[config.mk]
export PLATFORM = sky130hd
export DESIGN_NAME = mem_width_adapter
export DESIGN_NICKNAME = d
export VERILOG_FILES = /design/src/rtl/mwa_pkg.sv /design/src/rtl/mwa_ctrl.sv /design/src/rtl/mwa_datapath.sv /design/src/rtl/mem_width_adapter.sv
export SDC_FILE = /design/constraint.sdc
export NUM_CORES = 1
export LEC_CHECK = 0
export BUFFER_PORTS_ARGS = -buffer_cell sky130_fd_sc_hd__buf_2
export CAP_MARGIN = 5
export CORE_MARGIN = 2
export CORE_UTILIZATION = 35
export DETAILED_ROUTE_END_ITERATION = 10
export MAX_ROUTING_LAYER = met4
export SETUP_SLACK_MARGIN = 0.05
export SLEW_MARGIN = 20
export SYNTH_ARGS = -nofsm -noshare
export SYNTH_HDL_FRONTEND = slang
export SYNTH_SLANG_ARGS = --single-unit
export TNS_END_PERCENT = 20
[constraint.sdc]
create_clock -name clk -period 2.9 [get_ports clk]
set_input_delay 0.29 -clock clk [delete_from_list [all_inputs] [get_ports clk]]
set_output_delay 0.29 -clock clk [all_outputs]
set_load 0.005 [all_outputs]
[src/rtl/mwa_pkg.sv]
package mwa_pkg;

  localparam int APP_DW = 32;
  localparam int APP_BW = APP_DW / 8;

  typedef enum logic [1:0] {
    MODE_W32 = 2'd0,
    MODE_W16 = 2'd1,
    MODE_W8  = 2'd2
  } widthMode_e;

  // Strobes from control to datapath
  typedef struct packed {
    widthMode_e mode;
    logic [1:0] wrBeat;
    logic [1:0] rdBeat;
    logic       rdCapture;
    logic       rdFinal;
  } ctrlBus_t;

  function automatic widthMode_e decodeWidth(input logic [1:0] code);
    case (code)
      2'b00:   return MODE_W32;
      2'b01:   return MODE_W16;
      default: return MODE_W8;
    endcase
  endfunction

  function automatic logic [1:0] lastBeatOf(input widthMode_e mode);
    case (mode)
      MODE_W32: return 2'd0;
      MODE_W16: return 2'd1;
      default:  return 2'd3;
    endcase
  endfunction

endpackage

[src/rtl/mwa_ctrl.sv]
module mwa_ctrl
  import mwa_pkg::*;
#(
  parameter int ADDR_W = 24,
  parameter int LEN_W  = 9
) (
  input  logic              clk,
  input  logic              rstN,
  input  logic [1:0]        widthSel,
  input  logic              accept,
  input  logic [ADDR_W-1:0] appAddr,
  input  logic [LEN_W-1:0]  appLen,
  input  logic              memWrNext,
  input  logic              memRdValid,
  output logic [ADDR_W:0]   memAddr,
  output logic [LEN_W+1:0]  memLen,
  output logic              appWrNext,
  output ctrlBus_t          ctrlBus
);

  widthMode_e liveMode;
  widthMode_e lockMode;
  logic [1:0] wrBeat;
  logic [1:0] rdBeat;
  logic [1:0] lastIdx;
  logic       wrLast;
  logic       rdLast;

  assign liveMode = decodeWidth(widthSel);
  assign lastIdx  = lastBeatOf(lockMode);
  assign wrLast   = (wrBeat == lastIdx);
  assign rdLast   = (rdBeat == lastIdx);

  // Request rescaling follows the live width code
  always_comb begin
    case (liveMode)
      MODE_W32: begin
        memAddr = {2'b00, appAddr[ADDR_W-1:1]};
        memLen  = {2'b00, appLen};
      end
      MODE_W16: begin
        memAddr = {1'b0, appAddr};
        memLen  = {1'b0, appLen, 1'b0};
      end
      default: begin
        memAddr = {appAddr, 1'b0};
        memLen  = {appLen, 2'b00};
      end
    endcase
  end

  always_ff @(posedge clk) begin
    if (!rstN) begin
      lockMode <= MODE_W32;
      wrBeat   <= 2'd0;
      rdBeat   <= 2'd0;
    end else if (accept) begin
      lockMode <= liveMode;
      wrBeat   <= 2'd0;
      rdBeat   <= 2'd0;
    end else begin
      if (memWrNext) begin
        wrBeat <= wrLast ? 2'd0 : wrBeat + 2'd1;
      end
      if (memRdValid) begin
        rdBeat <= rdLast ? 2'd0 : rdBeat + 2'd1;
      end
    end
  end

  assign appWrNext = memWrNext && wrLast;

  always_comb begin
    ctrlBus.mode      = lockMode;
    ctrlBus.wrBeat    = wrBeat;
    ctrlBus.rdBeat    = rdBeat;
    ctrlBus.rdCapture = memRdValid;
    ctrlBus.rdFinal   = rdLast;
  end

endmodule

[src/rtl/mwa_datapath.sv]
module mwa_datapath
  import mwa_pkg::*;
(
  input  logic              clk,
  input  logic              rstN,
  input  ctrlBus_t          ctrlBus,
  input  logic [APP_DW-1:0] appWrData,
  input  logic [APP_BW-1:0] appWrEnN,
  input  logic [APP_DW-1:0] memRdData,
  output logic [APP_DW-1:0] memWrData,
  output logic [APP_BW-1:0] memWrEnN,
  output logic [APP_DW-1:0] appRdData,
  output logic              appRdValid
);

  localparam int HALF_W = APP_DW / 2;
  localparam int HALF_B = APP_BW / 2;

  logic [HALF_W-1:0] wrHalf;
  logic [HALF_B-1:0] wrHalfEn;
  logic [7:0]        wrByte;
  logic              wrByteEn;
  logic [APP_DW-1:0] rdBuf;
  logic [APP_DW-1:0] assembled;

  // Write lane selection
  assign wrHalf   = ctrlBus.wrBeat[0] ? appWrData[APP_DW-1:HALF_W] : appWrData[HALF_W-1:0];
  assign wrHalfEn = ctrlBus.wrBeat[0] ? appWrEnN[APP_BW-1:HALF_B] : appWrEnN[HALF_B-1:0];
  assign wrByte   = appWrData[{ctrlBus.wrBeat, 3'b000} +: 8];
  assign wrByteEn = appWrEnN[ctrlBus.wrBeat];

  always_comb begin
    case (ctrlBus.mode)
      MODE_W32: begin
        memWrData = appWrData;
        memWrEnN  = appWrEnN;
      end
      MODE_W16: begin
        memWrData = {{HALF_W{1'b0}}, wrHalf};
        memWrEnN  = {{HALF_B{1'b1}}, wrHalfEn};
      end
      default: begin
        memWrData = {{(APP_DW-8){1'b0}}, wrByte};
        memWrEnN  = {{(APP_BW-1){1'b1}}, wrByteEn};
      end
    endcase
  end

  // Read packing: drop the incoming beat into its slot
  always_comb begin
    assembled = rdBuf;
    case (ctrlBus.mode)
      MODE_W32: assembled = memRdData;
      MODE_W16: begin
        if (ctrlBus.rdBeat[0]) assembled[APP_DW-1:HALF_W] = memRdData[HALF_W-1:0];
        else                   assembled[HALF_W-1:0]      = memRdData[HALF_W-1:0];
      end
      default: assembled[{ctrlBus.rdBeat, 3'b000} +: 8] = memRdData[7:0];
    endcase
  end

  always_ff @(posedge clk) begin
    if (!rstN) begin
      rdBuf      <= '0;
      appRdData  <= '0;
      appRdValid <= 1'b0;
    end else begin
      appRdValid <= ctrlBus.rdCapture && ctrlBus.rdFinal;
      if (ctrlBus.rdCapture) begin
        rdBuf <= assembled;
        if (ctrlBus.rdFinal) begin
          appRdData <= assembled;
        end
      end
    end
  end

endmodule

[src/rtl/mem_width_adapter.sv]
module mem_width_adapter
  import mwa_pkg::*;
#(
  parameter int ADDR_W = 24,
  parameter int LEN_W  = 9
) (
  input  logic              clk,
  input  logic              rstN,
  input  logic [1:0]        widthSel,
  input  logic              appReq,
  input  logic [ADDR_W-1:0] appAddr,
  input  logic [LEN_W-1:0]  appLen,
  output logic              appReqAck,
  output logic              memReq,
  output logic [ADDR_W:0]   memAddr,
  output logic [LEN_W+1:0]  memLen,
  input  logic              memReqAck,
  input  logic [31:0]       appWrData,
  input  logic [3:0]        appWrEnN,
  output logic              appWrNext,
  output logic [31:0]       memWrData,
  output logic [3:0]        memWrEnN,
  input  logic              memWrNext,
  input  logic [31:0]       memRdData,
  input  logic              memRdValid,
  output logic [31:0]       appRdData,
  output logic              appRdValid
);

  ctrlBus_t ctrlBus;
  logic     accept;

  assign memReq    = appReq;
  assign appReqAck = memReqAck;
  assign accept    = appReq && memReqAck;

  mwa_ctrl #(.ADDR_W(ADDR_W), .LEN_W(LEN_W)) u_ctrl (
    .clk       (clk),
    .rstN      (rstN),
    .widthSel  (widthSel),
    .accept    (accept),
    .appAddr   (appAddr),
    .appLen    (appLen),
    .memWrNext (memWrNext),
    .memRdValid(memRdValid),
    .memAddr   (memAddr),
    .memLen    (memLen),
    .appWrNext (appWrNext),
    .ctrlBus   (ctrlBus)
  );

  mwa_datapath u_data (
    .clk       (clk),
    .rstN      (rstN),
    .ctrlBus   (ctrlBus),
    .appWrData (appWrData),
    .appWrEnN  (appWrEnN),
    .memRdData (memRdData),
    .memWrData (memWrData),
    .memWrEnN  (memWrEnN),
    .appRdData (appRdData),
    .appRdValid(appRdValid)
  );

endmodule

==> results.yml, run 1 <==
die:
  die_area_mm2: 0.0169
  core_area_mm2: 0.0157
  ioPinCount: 217
  die_height_um: 130
  initial_standard_cell_utilization_of_the_core_pct: 35.5
  num_rows: 46
  die_width_um: 130
placed_design:
  port_buffers: 216
  dp_hpwl_um: 14000
  routabilityCongestion: 0.876
  dpl_cell_area_mm2: 0.00670
power_and_ir_drop:
  max-vdd-ir-drop_v: 0.000222
  power.clock.fraction_pct: 39.6
  internal_power_uw: 2190
  pwr_density_cell_mw_per_mm2: 442
  switchingPower_uw: 911
  power.share.combinational_pct: 24.8
  netSwitchingFraction_pct: 29.4
  p_leak_uw: 0.00322
  power.share.sequential_pct: 35.6
synthesis:
  synth.yosys.warnings: 0
  syn-instance-count: 739
  part_of_the_yosys_area_used_for_sequential_elements_pct: 25.5
  synth_area_per_cell_um2: 7.54
  yosys-top-cells-area: "sky130_fd_sc_hd__dfxtp_1, sky130_fd_sc_hd__mux2i_1, sky130_fd_sc_hd__nand2_1"
  synth_async_sr_flop_share_pct: 0
  synth.cell_area_mm2: 0.00557
  ys_dominant_reg_cell: "sky130_fd_sc_hd__dfxtp_1"
  synth_edf_count: 0
  netlist.top_cell.by_area: "sky130_fd_sc_hd__dfxtp_1"
  ys_ff_latch: 71
  netlist-cell-type-count: 59
  synth_nets: 853
  synth_top_cell_area_share_pct: 25.5
  yosys.cell_count.top_type: "sky130_fd_sc_hd__nand2_1"
  post_synth_most_frequent_cells: "sky130_fd_sc_hd__nand2_1, sky130_fd_sc_hd__o21ai_0, sky130_fd_sc_hd__dfxtp_1"
grt:
  global_route_wire_length_before_repair_um: 30400
  gr-total-overflow: 0
  grt_antenna_before_repair: 1
  grt_max_degree: 40
  grt_usage_pct: 23.4
  first_global_vias: 5764
sta:
  timing_max_transition_violations_final: 0
  setup_tns_ps: 0
  rsz0062_at_grt: "false"
  final-hold-violation-count: 0
  slew_of_the_pin_with_the_lowest_slew_margin_ps: 873
  finalSetupViolations: 0
  max-slew-margin-rel_pct: 41.7
  clock-skew-final_ps: 7.59
  min_period_ps: 2430
  maxClockFrequency_ghz: 0.411
  finalCritPeriodShare_pct: 83.8
layout:
  layout_net_count: 1024
  final_layout_size_suffix_gt1_share_pct: 31.6
  flow.area_growth_from_synthesis_pct: 26.1
  design_area_mm2: 0.00702
routing:
  detail-route-antenna-nets: 0
  drt_pre_antenna_iters: 7
  first_iter_violations: 451
  vias_per_cell: 5.39
  met1_length_um: 8560
  post_drt_wl_per_cell_um: 17.3
  met3RoutedLength_um: 1280
  dr_total_vias: 6099
  total_drc_errors_in_the_routed_layout: 0
  drt-total-wl_um: 19500
  met2_wirelength_from_detailed_routing_um: 9420
  highest-signal-layer: "met4"
cts:
  cts_inserted_buffers: 9
  clk_root_buffer_cell: "sky130_fd_sc_hd__clkbuf_16"
  tritoncts: "yes"
  clk_path_buf_depth: 2
  clock_insertion_delay_worst_skew_ps: 340
  cts.repair.resized: 0
  cts.repair_timing.setup_buffer_count: 0
  post_cts_hold_fix_bufs: 0
  ctsHtreeMaxLevel: 3
  clk_pin_slew_ps: 60
  cts.sink_count: 71
worst_setup_path:
  worstSetupStartpointType: "flop"
  worstSetupEndpointType: "output port"
  worst_ep_required_time_ps: 2610
  worstRegToRegCells: 6
  setup_crit_path_kind: "flop to output port"
  worst-endpoint-arrival_ps: 2140
  worstPathMaxFanout: 14
worst_hold_path:
  hp-class: "input pin to flop"
  worst_hold_path.num_cells: 3
run:
  drv.max_cap_violation_count: 0
run_status:
  run_status: "finished, final reports clean"
[metrics by stage]
step	utilization, %	hold slack (ps)	std cells	worst slack [ps]	total power (µW)
after detailed placement	42.6	441	1115	533	1890
final	44.7	245	1132	469	3100
after global placement	42.6	435	1115	622	1890
after CTS	44.7	231	1131	457	3120
after global routing	44.7	267	1132	236	3250
after floorplan	-	442	739	780	1570
[worst paths after layout]
kind | from | endpoint | slack (ps)
max | u_ctrl.lockMode[0] | memWrData[5] | 470
min | memWrNext | u_ctrl.wrBeat[0] | 250
max reg2reg | u_ctrl.rdBeat[1] | u_data.rdBuf[18] | 490
min reg2reg | u_data.appRdData[14] | u_data.appRdData[14] | 450
[cell type report]
type	count	area, µm²
Fill cell	1669	8690
Multi-Input combinational cell	571	3680
Sequential cell	71	1420
Timing Repair Buffer	233	1230
Tap cell	216	270
Clock buffer	13	260
Inverter	24	90.1
Clock inverter	3	65.1
Antenna cell	1	2.50
[worst max-delay path: stages, from the launching register on]
cell and delay [ps]:
sky130_fd_sc_hd__dfxtp_1 610, sky130_fd_sc_hd__nor2b_1 690, sky130_fd_sc_hd__nand2_1 100, sky130_fd_sc_hd__o21ai_0 100, sky130_fd_sc_hd__a221o_1 190, sky130_fd_sc_hd__buf_2 120
[layout by cell type, fill, tap and decap left out, types with 3 or more instances in the layout]
master	n
sky130_fd_sc_hd__a21o_1	7
sky130_fd_sc_hd__a21oi_1	52
sky130_fd_sc_hd__a221o_1	8
sky130_fd_sc_hd__a221oi_1	9
sky130_fd_sc_hd__a221oi_2	8
sky130_fd_sc_hd__a222oi_1	6
sky130_fd_sc_hd__a22oi_1	10
sky130_fd_sc_hd__a31oi_1	8
sky130_fd_sc_hd__and2_1	26
sky130_fd_sc_hd__and3_1	8
sky130_fd_sc_hd__buf_2	216
sky130_fd_sc_hd__buf_4	15
sky130_fd_sc_hd__clkbuf_16	9
sky130_fd_sc_hd__dfxtp_1	70
sky130_fd_sc_hd__ha_1	5
sky130_fd_sc_hd__inv_1	22
sky130_fd_sc_hd__mux2i_1	63
sky130_fd_sc_hd__nand2_1	134
sky130_fd_sc_hd__nand2b_1	4
sky130_fd_sc_hd__nand3_1	13
sky130_fd_sc_hd__nor2_1	34
sky130_fd_sc_hd__nor2b_1	4
sky130_fd_sc_hd__nor3_1	13
sky130_fd_sc_hd__nor3b_1	8
sky130_fd_sc_hd__o211a_1	9
sky130_fd_sc_hd__o21ai_0	72
sky130_fd_sc_hd__o21ai_1	9
sky130_fd_sc_hd__o22ai_1	7
sky130_fd_sc_hd__o31ai_1	3
sky130_fd_sc_hd__o31ai_2	19
[cell families after synthesis]
| group | share of synthesized area, % |
|---|---|
| AND/OR/NAND/NOR | 22.1 |
| AO/OA/AOI/OAI | 30.9 |
| buffers and inverters | 8.45 |
| flip-flops | 25.5 |
| multiplexers | 11.3 |
| adder cells (fa/ha/maj) | 1.12 |
| XOR/XNOR | 0.607 |
[flip-flops by register name, indices dropped and copies added (netlist names)]
register / flops
u_ctrl.lockMode: 2
u_ctrl.rdBeat: 2
u_ctrl.wrBeat: 2
u_data.appRdData: 32
u_data.appRdValid: 1
u_data.rdBuf: 32
[power groups by stage]
| stage | sequential, µW | clock (µW) | combinational (µW) |
|---|---|---|---|
| 4_1_cts | 1100 | 1240 | 771 |
| 2_1_floorplan | 1120 | 0 | 451 |
| 3_5_place_dp | 1120 | 0 | 769 |
| 5_1_grt | 1110 | 1280 | 854 |
| 3_3_place_gp | 1120 | 0 | 766 |
| 6_report | 1100 | 1230 | 769 |
[metal layers]
metal / track usage, % / vias to the layer above
met2: 39.1 / 239
met5: - / -
li1: - / 2996
met3: 3.90 / 21
met1: 29.0 / 2843
met4: 7.21 / 0
Power figures use the tool's default switching activity.
==> run 2: changes to the inputs <==
ABC_AREA = 1   (was not set)
clock period = 2.4 ns   (was 2.9 ns; I/O delays follow)
==> run 2 against run 1 <==
Non-clock buffer count did not move. Utilization rose by 0.098 points. Synthesized cell count rose by 42%. Register-to-register slack got worse by 60 ps. Largest power group unchanged. Total power rose by 32%. First-iteration DRC count rose by 18%. Area after synthesis rose by 6.1%.
==> results.yml, run 2 <==
run_status:
  run_status: "finished, final reports clean"
sta:
  min_period_ps: 2060
  max-slew-margin-rel_pct: 60.3
  finalCritPeriodShare_pct: 85.7
  setup_tns_ps: 0
  final-hold-violation-count: 0
  maxClockFrequency_ghz: 0.486
  finalSetupViolations: 0
  slew_of_the_pin_with_the_lowest_slew_margin_ps: 596
  clock-skew-final_ps: 7.28
  final_worst_hold_slack_ps: 186
  timing_max_transition_violations_final: 0
  rsz0062_at_grt: "false"
routing:
  first_iter_violations: 530
  post_drt_wl_per_cell_um: 13.0
  drt-total-wl_um: 19100
  dr_total_vias: 6922
  detail-route-antenna-nets: 0
  vias_per_cell: 4.73
  total_drc_errors_in_the_routed_layout: 0
  drt_pre_antenna_iters: 5
worst_setup_path:
  worstPathCellList: "inv_2, nand2_4, buf_4, o21ai_0, inv_1, buf_2"
  worstSetupEndpointType: "output port"
  cell_with_the_largest_stage_delay_on_the_worst_path: "sky130_fd_sc_hd__dfxtp_1"
  worst_ep_required_time_ps: 2160
  worst-endpoint-arrival_ps: 1820
  worstPathMaxFanout: 26
  r2r_slack_ps: 430
  worstSetupStartpointType: "flop"
  path_buf_inv: 4
  crit_path_start: "u_ctrl.lockMode[1]"
  family_of_cells_with_the_greatest_summed_delay_on_the_critical_path: "buffers and inverters"
  setup_crit_path_kind: "flop to output port"
  timing.rr.start: "u_ctrl.lockMode[1]"
  timing.critical_path.slowest_cell_delay_ps: 500
cts:
  clk_root_buffer_cell: "sky130_fd_sc_hd__clkbuf_16"
  clk_path_buf_depth: 2
  ctsHtreeMaxLevel: 3
  clk_pin_slew_ps: 60
  cts_inserted_buffers: 9
  cts.repair_timing.setup_buffer_count: 0
  cts.sink_count: 71
  tritoncts: "yes"
  cts.repair.resized: 0
  clock_insertion_delay_worst_skew_ps: 340
  post_cts_hold_fix_bufs: 0
synthesis:
  netlist-cell-type-count: 33
  netlist.top_cell.by_area: "sky130_fd_sc_hd__dfxtp_1"
  synth.cell_area_mm2: 0.00591
  yosys.cell_count.top_type: "sky130_fd_sc_hd__nand2_1"
  yosys-top-cells-area: "sky130_fd_sc_hd__dfxtp_1, sky130_fd_sc_hd__nand2_1, sky130_fd_sc_hd__inv_1"
  synth_top_cell_area_share_pct: 24.1
  part_of_the_yosys_area_used_for_sequential_elements_pct: 24.1
  synth_async_sr_flop_share_pct: 0
  syn-instance-count: 1051
  synth_area_per_cell_um2: 5.62
  synth.yosys.warnings: 0
  ys_ff_latch: 71
  synth_nets: 1165
  post_synth_most_frequent_cells: "sky130_fd_sc_hd__nand2_1, sky130_fd_sc_hd__inv_1, sky130_fd_sc_hd__nor2_1"
  ys_dominant_reg_cell: "sky130_fd_sc_hd__dfxtp_1"
  synth_edf_count: 0
grt:
  grt_most_used_layer: "met2"
  grt_max_degree: 45
  globalRouteMet3Util_pct: 3.21
  global_route_wire_length_before_repair_um: 30800
  grt_antenna_before_repair: 0
  gr-total-overflow: 0
  first_global_vias: 6089
  globalRouteMet1Util_pct: 30.1
  grt_usage_pct: 21.6
  fraction_of_met2_tracks_used_by_global_routing_pct: 33.0
placed_design:
  dp_hpwl_um: 14100
  port_buffers: 216
  routabilityCongestion: 0.903
  dpl_cell_area_mm2: 0.00709
power_and_ir_drop:
  p_total_uw: 4080
  power.share.combinational_pct: 32.0
  internal_power_uw: 2700
  max-vdd-ir-drop_v: 0.000343
  p_leak_uw: 0.00421
  power.clock.fraction_pct: 34.4
  switchingPower_uw: 1380
  netSwitchingFraction_pct: 33.8
  pwr_density_cell_mw_per_mm2: 551
  power.share.sequential_pct: 33.6
die:
  num_rows: 47
  ioPinCount: 217
  core_area_mm2: 0.0165
  die_height_um: 134
  initial_standard_cell_utilization_of_the_core_pct: 35.8
  die_width_um: 134
  die_area_mm2: 0.0179
run:
  drv.max_cap_violation_count: 0
worst_hold_path:
  worst_hold_startpoint: "memWrNext"
  hp-class: "input pin to flop"
layout:
  mostFrequentLayoutCells: "sky130_fd_sc_hd__nand2_1, sky130_fd_sc_hd__buf_2, sky130_fd_sc_hd__inv_1"
  finalCoreUtilization_pct: 44.8
  most_frequent_standard_cell_in_the_layout_excluding_fill_and_tap_cells: "sky130_fd_sc_hd__nand2_1"
  layout_net_count: 1353
  design_area_mm2: 0.00740
  flow.area_growth_from_synthesis_pct: 25.3
  final_layout_size_suffix_gt1_share_pct: 23.2
  insertedDiodeCount: 0
  top_regs: "u_data.appRdData: 32 flops, u_data.rdBuf: 32 flops"
-- run 2: cell count changes after synthesis, moves of 26 or more --
| cell | change |
|---|---|
| sky130_fd_sc_hd__nor2_1 | +59 |
| sky130_fd_sc_hd__mux2i_1 | -63 |
| sky130_fd_sc_hd__and2_1 | -26 |
| sky130_fd_sc_hd__inv_1 | +166 |
| sky130_fd_sc_hd__nand2_1 | +202 |
| sky130_fd_sc_hd__nand3_1 | +68 |
-- run 2: metrics by stage --
stage	worst slack (ps)	std cells
floorplan	728	1051
global placement	492	1448
detailed placement	435	1448
CTS	340	1464
global route	169	1464
finish	344	1464
-- run 2: logic make-up after synthesis --
group	synth area share, %
buf+inv	17.8
fa+ha+maj	1.06
compound gates	19.6
xor+xnor	0.593
simple gates	36.9
flops	24.1
-- run 2: power groups by stage --
stage / clock network (µW) / registers [µW] / logic, µW
2_1_floorplan: 0 / 1390 / 855
3_3_place_gp: 0 / 1390 / 1300
3_5_place_dp: 0 / 1390 / 1310
4_1_cts: 1430 / 1370 / 1310
5_1_grt: 1490 / 1380 / 1480
6_report: 1400 / 1370 / 1310
-- run 2: layer usage --
layer,up-vias,share of wire [%]
met5,-,0
met4,0,1.4
met3,22,4.8
met2,181,45
met1,3076,49
li1,3643,-
-- run 2: final timing paths --
kind	end	cells after the start
hold reg to reg	u_data.appRdData[6]	2
hold / removal	u_ctrl.wrBeat[0]	3
setup reg to reg	u_data.appRdData[27]	8
setup / recovery	memWrEnN[1]	6
-- run 2: cell type report --
class	instances	area, µm²
Fill cell	1838	9120
Multi-Input combinational cell	728	3440
Sequential cell	71	1420
Timing Repair Buffer	233	1220
Inverter	196	736
Tap cell	220	275
Clock buffer	13	270
Clock inverter	3	40.0
-- run 2: worst register-to-register path, delay by kind of cell, from the launching register on --
kind          cells  cell delay [ps]
simple gates      5              860
buf+inv           3              510
flops             1              500
